[src/rtl/wdk_pkg.sv]
package wdk_pkg;
  localparam int AW = 3;
  localparam int DW = 32;
  localparam int VW = 16;
  localparam int NLOCK = 4;

  // lock index: 0 restart, 1 reload, 2 enable, 3 prescale
  function automatic logic [15:0] key_of(int g, int k);
    logic [15:0] r;
    r = 16'h0;
    case (g)
      0: r = (k == 0) ? 16'h5555 : 16'hAAAA;
      1: r = (k == 0) ? 16'h6666 : 16'hBBBB;
      2: r = (k == 0) ? 16'h7777 : (k == 1) ? 16'hCCCC : 16'hDDDD;
      default: r = (k == 0) ? 16'h5A5A : 16'hA5A5;
    endcase
    return r;
  endfunction

  function automatic int nkeys_of(int g);
    return (g == 2) ? 3 : 2;
  endfunction
endpackage

[src/rtl/wdk_lock.sv]
module wdk_lock #(
  parameter int          AW        = 3,
  parameter int          DW        = 32,
  parameter int          NKEYS     = 2,
  parameter logic [15:0] KEY0      = 16'h0,
  parameter logic [15:0] KEY1      = 16'h0,
  parameter logic [15:0] KEY2      = 16'h0,
  parameter logic [2:0]  LOCK_ADDR = 3'd0,
  parameter logic [2:0]  DATA_ADDR = 3'd1
) (
  input  logic          clk_i,
  input  logic          rst_ni,
  input  logic          wr_i,
  input  logic [AW-1:0] addr_i,
  input  logic [DW-1:0] wdata_i,
  output logic [1:0]    stat_o,
  output logic          grant_o
);
  localparam logic [1:0] NK = 2'(NKEYS);

  logic [1:0]  st_q, st_d;
  logic [15:0] key_sel;
  logic        hit;

  always_comb begin
    case (st_q)
      2'd0:    key_sel = KEY0;
      2'd1:    key_sel = KEY1;
      default: key_sel = KEY2;
    endcase
  end

  assign hit     = wr_i && (addr_i == LOCK_ADDR) && (st_q < NK)
                   && (wdata_i == {{(DW-16){1'b0}}, key_sel});
  assign grant_o = wr_i && (addr_i == DATA_ADDR) && (st_q == NK);
  assign st_d    = !wr_i ? st_q : (hit ? st_q + 2'd1 : 2'd0);
  assign stat_o  = (st_q == NK) ? 2'd3 : st_q;

  always_ff @(posedge clk_i or negedge rst_ni)
    if (!rst_ni) st_q <= 2'd0;
    else         st_q <= st_d;

  // a write elsewhere always re-locks
  p_lock_clear_r5: assert property (@(posedge clk_i) disable iff (!rst_ni)
    wr_i && (addr_i != LOCK_ADDR) |=> stat_o == 2'd0);

  generate
    if (NKEYS == 2) begin : g_two
      // two-key locks skip status 2
      p_status_legal_r4: assert property (@(posedge clk_i) disable iff (!rst_ni)
        stat_o != 2'd2);
    end
  endgenerate
endmodule

[src/rtl/wdk_timer.sv]
module wdk_timer #(
  parameter int VW = 16
) (
  input  logic          clk_i,
  input  logic          rst_ni,
  input  logic          en_i,
  input  logic          kick_i,
  input  logic [VW-1:0] reload_i,
  input  logic [VW-1:0] presc_i,
  output logic          expire_o
);
  localparam logic [VW-1:0] ONE = VW'(1);

  logic [VW-1:0] pre_q, cnt_q;
  logic          exp_q, tick;

  // prescale of 0 or 1 ticks every clock; >= guards a lowered prescale
  assign tick = (presc_i <= ONE) || (pre_q >= presc_i - ONE);

  always_ff @(posedge clk_i or negedge rst_ni) begin
    if (!rst_ni) begin
      pre_q <= '0;
      cnt_q <= '1;
      exp_q <= 1'b0;
    end else if (!en_i || kick_i) begin
      pre_q <= '0;
      cnt_q <= reload_i;
      exp_q <= 1'b0;
    end else if (tick) begin
      pre_q <= '0;
      if (cnt_q <= ONE) begin
        cnt_q <= reload_i;
        exp_q <= 1'b1;
      end else begin
        cnt_q <= cnt_q - ONE;
        exp_q <= 1'b0;
      end
    end else begin
      pre_q <= pre_q + ONE;
      exp_q <= 1'b0;
    end
  end

  assign expire_o = exp_q;

  p_no_pulse_disabled_r7: assert property (@(posedge clk_i) disable iff (!rst_ni)
    !en_i |=> !expire_o);

  p_cnt_nonzero_r9: assert property (@(posedge clk_i) disable iff (!rst_ni)
    cnt_q != '0);

  p_pulse_single_r10: assert property (@(posedge clk_i) disable iff (!rst_ni)
    expire_o && !((reload_i == ONE) && (presc_i <= ONE)) && !kick_i |=> !expire_o);
endmodule

[src/rtl/wdk_top.sv]
module wdk_top
  import wdk_pkg::*;
(
  input  logic          clk_i,
  input  logic          rst_ni,
  input  logic          bus_en_i,
  input  logic          bus_we_i,
  input  logic [AW-1:0] bus_addr_i,
  input  logic [DW-1:0] bus_wdata_i,
  output logic [DW-1:0] bus_rdata_o,
  output logic          wd_rst_o
);
  logic             wr;
  logic [1:0]       stat [NLOCK];
  logic [NLOCK-1:0] grant;
  logic             en_q;
  logic [VW-1:0]    chg_q, pre_q;
  logic             kick;

  assign wr = bus_en_i && bus_we_i;

  for (genvar g = 0; g < NLOCK; g++) begin : g_lock
    wdk_lock #(
      .AW(AW), .DW(DW), .NKEYS(nkeys_of(g)),
      .KEY0(key_of(g, 0)), .KEY1(key_of(g, 1)), .KEY2(key_of(g, 2)),
      .LOCK_ADDR(3'(2*g)), .DATA_ADDR(3'(2*g+1))
    ) i_lock (
      .clk_i, .rst_ni, .wr_i(wr), .addr_i(bus_addr_i), .wdata_i(bus_wdata_i),
      .stat_o(stat[g]), .grant_o(grant[g])
    );
  end

  always_ff @(posedge clk_i or negedge rst_ni) begin
    if (!rst_ni) begin
      en_q  <= 1'b0;
      chg_q <= '1;
      pre_q <= '1;
    end else begin
      if (grant[1]) chg_q <= (bus_wdata_i[VW-1:0] == '0) ? VW'(1) : bus_wdata_i[VW-1:0];
      if (grant[2]) en_q  <= bus_wdata_i[0];
      if (grant[3]) pre_q <= bus_wdata_i[VW-1:0];
    end
  end

  assign kick = grant[0] && bus_wdata_i[0];

  always_comb begin
    if (!bus_addr_i[0]) bus_rdata_o = {{(DW-2){1'b0}}, stat[bus_addr_i[2:1]]};
    else begin
      case (bus_addr_i[2:1])
        2'd1:    bus_rdata_o = {{(DW-VW){1'b0}}, chg_q};
        2'd2:    bus_rdata_o = {{(DW-1){1'b0}}, en_q};
        2'd3:    bus_rdata_o = {{(DW-VW){1'b0}}, pre_q};
        default: bus_rdata_o = '0;
      endcase
    end
  end

  wdk_timer #(.VW(VW)) i_timer (
    .clk_i, .rst_ni, .en_i(en_q), .kick_i(kick),
    .reload_i(chg_q), .presc_i(pre_q), .expire_o(wd_rst_o)
  );

  // stored values move only out of a fully open lock
  p_chg_unlock_r6: assert property (@(posedge clk_i) disable iff (!rst_ni)
    !$stable(chg_q) |-> $past(stat[1]) == 2'd3);
  p_en_unlock_r6: assert property (@(posedge clk_i) disable iff (!rst_ni)
    !$stable(en_q) |-> $past(stat[2]) == 2'd3);
  p_pre_unlock_r6: assert property (@(posedge clk_i) disable iff (!rst_ni)
    !$stable(pre_q) |-> $past(stat[3]) == 2'd3);
endmodule

[config.mk]
export PLATFORM = sky130hd
export DESIGN_NAME = wdk_top
export DESIGN_NICKNAME = d
export VERILOG_FILES = /design/src/rtl/wdk_pkg.sv /design/src/rtl/wdk_lock.sv /design/src/rtl/wdk_timer.sv /design/src/rtl/wdk_top.sv
export SDC_FILE = /design/constraint.sdc
export NUM_CORES = 1
export LEC_CHECK = 0
export ABC_AREA = 1
export BUFFER_PORTS_ARGS = -buffer_cell sky130_fd_sc_hd__buf_2
export CAP_MARGIN = 20
export CORE_MARGIN = 2
export CORE_UTILIZATION = 54
export CTS_BUF_LIST = sky130_fd_sc_hd__clkbuf_8 sky130_fd_sc_hd__clkbuf_16
export DETAILED_ROUTE_END_ITERATION = 10
export PLACE_DENSITY = 0.78
export SYNTH_ARGS = -nofsm -noshare
export SYNTH_HDL_FRONTEND = slang
export SYNTH_SLANG_ARGS = --single-unit
[constraint.sdc]
create_clock -name clk_i -period 2.3 [get_ports clk_i]
set_input_delay 0.23 -clock clk_i [delete_from_list [all_inputs] [get_ports clk_i]]
set_output_delay 0.23 -clock clk_i [all_outputs]
set_load 0.005 [all_outputs]
Word-level counts from Yosys, hierarchy flattened --
Index checks and enable logic that the tools add are counted.
Storage, ports and cells: word-level logic and storage cells 103, output and inout bits 33, flip-flop bits (word level) 74
Cells by class: magnitude comparators 8, equality and inequality tests 19, $add $sub $neg 7, reductions and logical operators 32, multiplexer cells 26, bitwise operators 1
Operators with widths (number):
- $mux W16 | 10
- $eq A32 B16 Y1 | 4
- $pmux W16 S3 | 1
- $le A16 B1 Y1 const B | 2
- $pmux W16 S2 | 1
- $sub A16 B1 Y16 const B | 2
- $logic_and A1 B1 Y1 | 22
- $mux W2 | 10
- $add A16 B1 Y16 const B | 1
- $ge A16 B16 Y1 | 1
- $logic_not A16 Y1 | 1
- $eq A2 B2 Y1 const B | 6
- $eq A3 B3 Y1 const B | 4
- $add A2 B1 Y2 const B | 4
- $logic_not A2 Y1 | 4
- $lt A2 B2 Y1 const B | 4
- $eq A3 B2 Y1 const B | 2
- $bmux W2 S2 | 1
- $eq A2 B1 Y1 const B | 2
- $eq A3 B1 Y1 const B | 1
- $ge A3 B3 Y1 const B | 1
- $logic_not A3 Y1 | 1
- $mux W1 | 3
- $not A2 Y3 | 1
- other kinds (3) | 4

Longest topological paths before layout --
depth in word-level cells 6, mapped depth 22

By module --
Synthesis repeated with hierarchy kept, for this count alone.
Unflattened totals: cells, all modules 954, area total of the unflattened synthesis 6261.0 µm²
By module, submodules not included:
- wdk_timer | times used 1, cells each 425, sequential area each 845.8 µm², area each 2881.5 µm²
- wdk_top | times used 1, cells each 219, sequential area each 865.8 µm², area each 1806.7 µm²
- wdk_lock at g_lock[3].i_lock | times used 1, cells each 77, sequential area each 50.0 µm², area each 405.4 µm²
- wdk_lock at g_lock[0].i_lock | times used 1, cells each 75, sequential area each 50.0 µm², area each 394.1 µm²
- wdk_lock at g_lock[1].i_lock | times used 1, cells each 79, sequential area each 50.0 µm², area each 389.1 µm²
- wdk_lock at g_lock[2].i_lock | times used 1, cells each 79, sequential area each 50.0 µm², area each 384.1 µm²

Worst setup path before layout --
OpenSTA, ideal clock, no wires.
path kind flip-flop to flip-flop, from reg pre_q[0], to reg i_timer.cnt_q[14], stages on the path, launching flop included 20, setup time 0.076 ns, slack -0.175 ns, data arrival time 2.399 ns, cells stage by stage dfstp_2 > inv_1 > ha_1 > nand2_1 > nor2_2 > nand2_1 > nor2_1 > nand3_1 > nand2_1 > inv_1 > ha_1 > nand2_1 > nor2_1 > nand2_1 > nand2_1 > nor2_8 > nand3_4 > buf_6 > nand2_1 > nand2_1
On the way: word-level cells in the longest chain between the ends 4, elaborated cells on any way between the ends 5, classes of those cells 1 x add/sub; 2 x order compare; 2 x reduce/logical
RTL lines:
- start: declaration | RTL line wdk_top.sv:17 | logic [VW-1:0] chg_q, pre_q;
- start signal: assignment | RTL line wdk_top.sv:41 | if (grant[3]) pre_q <= bus_wdata_i[VW-1:0];
- $sub A16 B1 Y16 | RTL line wdk_timer.sv:18 | assign tick = (presc_i <= ONE) || (pre_q >= presc_i - ONE);
- $ge A16 B16 Y1 | RTL line wdk_timer.sv:18
- $logic_or A1 B1 Y1 * | RTL line wdk_timer.sv:18
- $reduce_bool A2 Y1 (no source line) *
- end signal: assignment | RTL line wdk_timer.sv:27 | cnt_q <= reload_i;
- end signal: assignment | RTL line wdk_timer.sv:32 | cnt_q <= reload_i;
- end signal: assignment | RTL line wdk_timer.sv:35 | cnt_q <= cnt_q - ONE;
- end: declaration | RTL line wdk_timer.sv:14 | logic [VW-1:0] pre_q, cnt_q;
Mark *: on every way between the ends. The rest lies on a longest branch, timed or not. A chain may end at the register's enable or synchronous reset.

Worst setup path after layout --
from reg pre_q[0], to reg i_timer.pre_q[8]
On the way: word-level cells in the longest chain between the ends 5, elaborated cells on any way between the ends 6, classes of those cells 1 x add/sub; 2 x order compare; 2 x mux; 1 x reduce/logical
RTL lines:
- $sub A16 B1 Y16 | RTL line wdk_timer.sv:18
- $ge A16 B16 Y1 | RTL line wdk_timer.sv:18
- $logic_or A1 B1 Y1 * | RTL line wdk_timer.sv:18
- $mux W16 * | RTL line wdk_timer.sv:29 | end else if (tick) begin
- $mux W16 * | RTL line wdk_timer.sv:25 | end else if (!en_i || kick_i) begin
- end signal: assignment | RTL line wdk_timer.sv:39 | pre_q <= pre_q + ONE;
- end: declaration | RTL line wdk_timer.sv:14
Marks and branches as above.

==> reports/metrics.yaml <==
outcome: "finished with violations"
violations: "negative setup slack"
synthCells: 814
htreeDepth: 3
die_area_mm2: 0.0114
async_flop_share_pct: 100
rsz0062_at_grt: "yes"
grt-ovfl-total: 0
worstSetupPathType: "reg -> reg"
power.switching_w: 0.00144
ir_drop_mv: 0.353
path_buf_inv: 3
final_cell_mix: "nand2_1, nor2_1, inv_1"
ys_types: 41
switching_share_pct: 36.6
critPathSlowestCell: "dfstp_2"
crit_chain: "inv_2, ha_4, nand2_4, nor2_4, nand2_1, nor2_2, nor2_1, ha_1, nand2_1, inv_1, nand2_1, nand2_1, nand2_1, nand2_2, nor2_8, nand3_4, buf_12, nor2_2"
holdWs_ps: 171
critical_path_arrival_ps: 2650
clkPwrFrac_pct: 25.0
track_usage_pct: 26.5
grt_busiest_layer: "met2"
seqPwrFrac_pct: 43.0
syn_area_mm2: 0.00568
hpwl_mm: 10.8
vias: 5455
final-setup-viol-count: 32
root_buffer: "clkbuf_8"
use_met2_pct: 43.9
final.setup.worst_slack_ps: -59.4
ant_nets: 0
dieWidth_um: 107
min_period_ps: 2360
ys_seq_area_share_pct: 33.7
routabilityCongestion: 0.957
wl_per_cell_um: 14.1
grt_pass1_wl_mm: 23.9
design.core.area_mm2: 0.0103
drtIter0Drc: 352
die_height_um: 107
clkLatencyLatePin_ps: 350
drc: 0
pre_cts_ws_ps: -64.6
numPortBuffers: 55
final_nets: 966
fill_cells: 969
synth_edf_count: 0
grtUsageMet3_pct: 3.31
antenna_found_initial: 0
area_delta_synth_final_pct: 15.7
combPwrFrac_pct: 31.9
yosys_register_bits: 74
cts-buffers-inserted: 9
diodes: 0
finalMaxSlewViolations: 0
routed_wl_mm: 14.6
vias_per_cell: 5.27
grt_pass1_vias: 5040
end_kind: "register"
worst_path_most_repeated_cell: "nand2_1"
internal_power_w: 0.00250
drive_above_1_share_pct: 23.8
finalCritPeriodShare_pct: 103
clock.fmax_mhz: 424
skew_ps: 15.5
layout_commonest_cell: "nand2_1"
use_met1_pct: 35.3
critPathMaxStageDelay_ps: 550
io_pins: 72
p_per_area_mw_per_mm2: 600
start_kind: "register"
std_cell_rows: 37
syn_area_per_cell_um2: 6.98
clock_sinks: 74
initial_core_util_pct: 55.2
dr.pass1.iters: 5
hold_viol_final: 0
cap_violations: 0
grt_start_max_net_pins: 75
path_max_fanout: 15
synth_ff_type: "dfstp_2"
yosys_warnings: 0
holdCritPathClass: "in -> reg"
crit_family: "simple AND/OR/NAND/NOR gates"
cts_tree: "done"
required_ps: 2590
clkTransAtPathRegs_ps: 90
p_leak_nw: 3.19
cts_max_path_buffers: 2
[kinds of logic (layout without fill, tap and decap cells)]
| group | count (synthesis) | in the layout | synth area share, % |
|---|---|---|---|
| buffers and inverters | 124 | 194 | 10.2 |
| adder cells (fa/ha/maj) | 33 | 33 | 7.27 |
| AND/OR/NAND/NOR | 463 | 463 | 35.8 |
| AO/OA/AOI/OAI | 91 | 91 | 8.66 |
| XOR/XNOR | 28 | 28 | 4.32 |
| other | 1 | 16 | 0.0660 |
| flip-flops | 74 | 74 | 33.7 |
[stage by stage]
step | cell area (um2) | utilization [%] | TNS [ps] | power (W) | cells
floorplan | 5770 | - | 0 | 0.00260 | 829
global placement | 6250 | 60.8 | -921 | 0.00288 | 1015
detailed placement | 6250 | 60.8 | -1520 | 0.00290 | 1015
CTS | 6500 | 63.2 | -777 | 0.00391 | 1033
global route | 6570 | 63.9 | -7930 | 0.00421 | 1035
finish | 6570 | 63.9 | -1170 | 0.00394 | 1035
[metal layers]
metal | wire, um | vias up
li1 | - | 2745
met1 | 6390 | 2504
met2 | 7160 | 175
met3 | 799 | 31
met4 | 281 | 0
met5 | 0 | -
[synth_stat cells, drive strengths merged (3+ instances only)]
cell,instances,area share (%)
ha,33,7.3
dfrtp,26,11
xnor2,12,1.9
nand2,252,17
inv,85,5.6
buf,30,4.0
nand3,41,3.9
xor2,16,2.5
a21oi,31,2.9
clkbuf,9,0.59
nor2,109,8.2
nor4,3,0.33
o31ai,3,0.40
nand3b,7,0.93
dfstp,48,22
o21ai,50,4.5
nor3,17,1.5
nand4,32,3.6
[worst register-to-register path: stages (launching register included)]
cell     delay, ps
dfstp_2        550
inv_2           70
ha_4           180
nand2_4         90
nor2_4          40
nand2_1         70
nor2_2          50
nor2_1         130
ha_1           250
nand2_1         60
inv_1           40
nand2_1         60
nand2_1         50
nand2_1         70
nand2_2         80
nor2_8         120
nand3_4        120
buf_12         180
nor2_2         110
[layout make-up]
| class | instances | area [um2] | area share (%) |
|---|---|---|---|
| Clock inverter | 5 | 28.8 | 0.438 |
| Timing Repair Buffer | 93 | 608 | 9.25 |
| Inverter | 85 | 319 | 4.86 |
| Clock buffer | 11 | 163 | 2.48 |
| Tap cell | 136 | 170 | 2.59 |
| Sequential cell | 74 | 1910 | 29.1 |
| Multi-Input combinational cell | 631 | 3370 | 51.3 |
[sequential cells by signal, indices dropped and copies added, names as in the netlist]
name,flops
chg_q,16
en_q,1
g_lock.i_lock.st_q,8
i_timer.cnt_q,16
i_timer.expire_o,1
i_timer.pre_q,16
pre_q,16
[worst paths after layout]
path	from	slack (ps)	cells after the start	to
min	bus_wdata_i[10]	170	3	pre_q[10]
max	pre_q[0]	-60	18	i_timer.pre_q[8]
max in group asynchronous	rst_ni	1500	3	pre_q[0]
min reg2reg	i_timer.pre_q[0]	460	1	i_timer.pre_q[0]
max reg2reg	pre_q[0]	-60	18	i_timer.pre_q[8]
min in group asynchronous	rst_ni	450	3	i_timer.expire_o
[timing repair]
action	CTS	global route
endpoints found under the hold margin	26	0
hold buffers	1	0
pin swaps	2	3
endpoints found under the setup margin	32	33
gates resized for setup	10	18
setup buffers	1	2
[power groups by stage]
| stage | registers [W] | clock network (W) | logic, W |
|---|---|---|---|
| floorplan | 0.00167 | 0 | 0.000935 |
| global placement | 0.00171 | 0 | 0.00117 |
| detailed placement | 0.00171 | 0 | 0.00119 |
| CTS | 0.00169 | 0.00101 | 0.00121 |
| global route | 0.00172 | 0.00106 | 0.00143 |
| finish | 0.00170 | 0.000987 | 0.00126 |
Power figures use the tool's default switching activity.
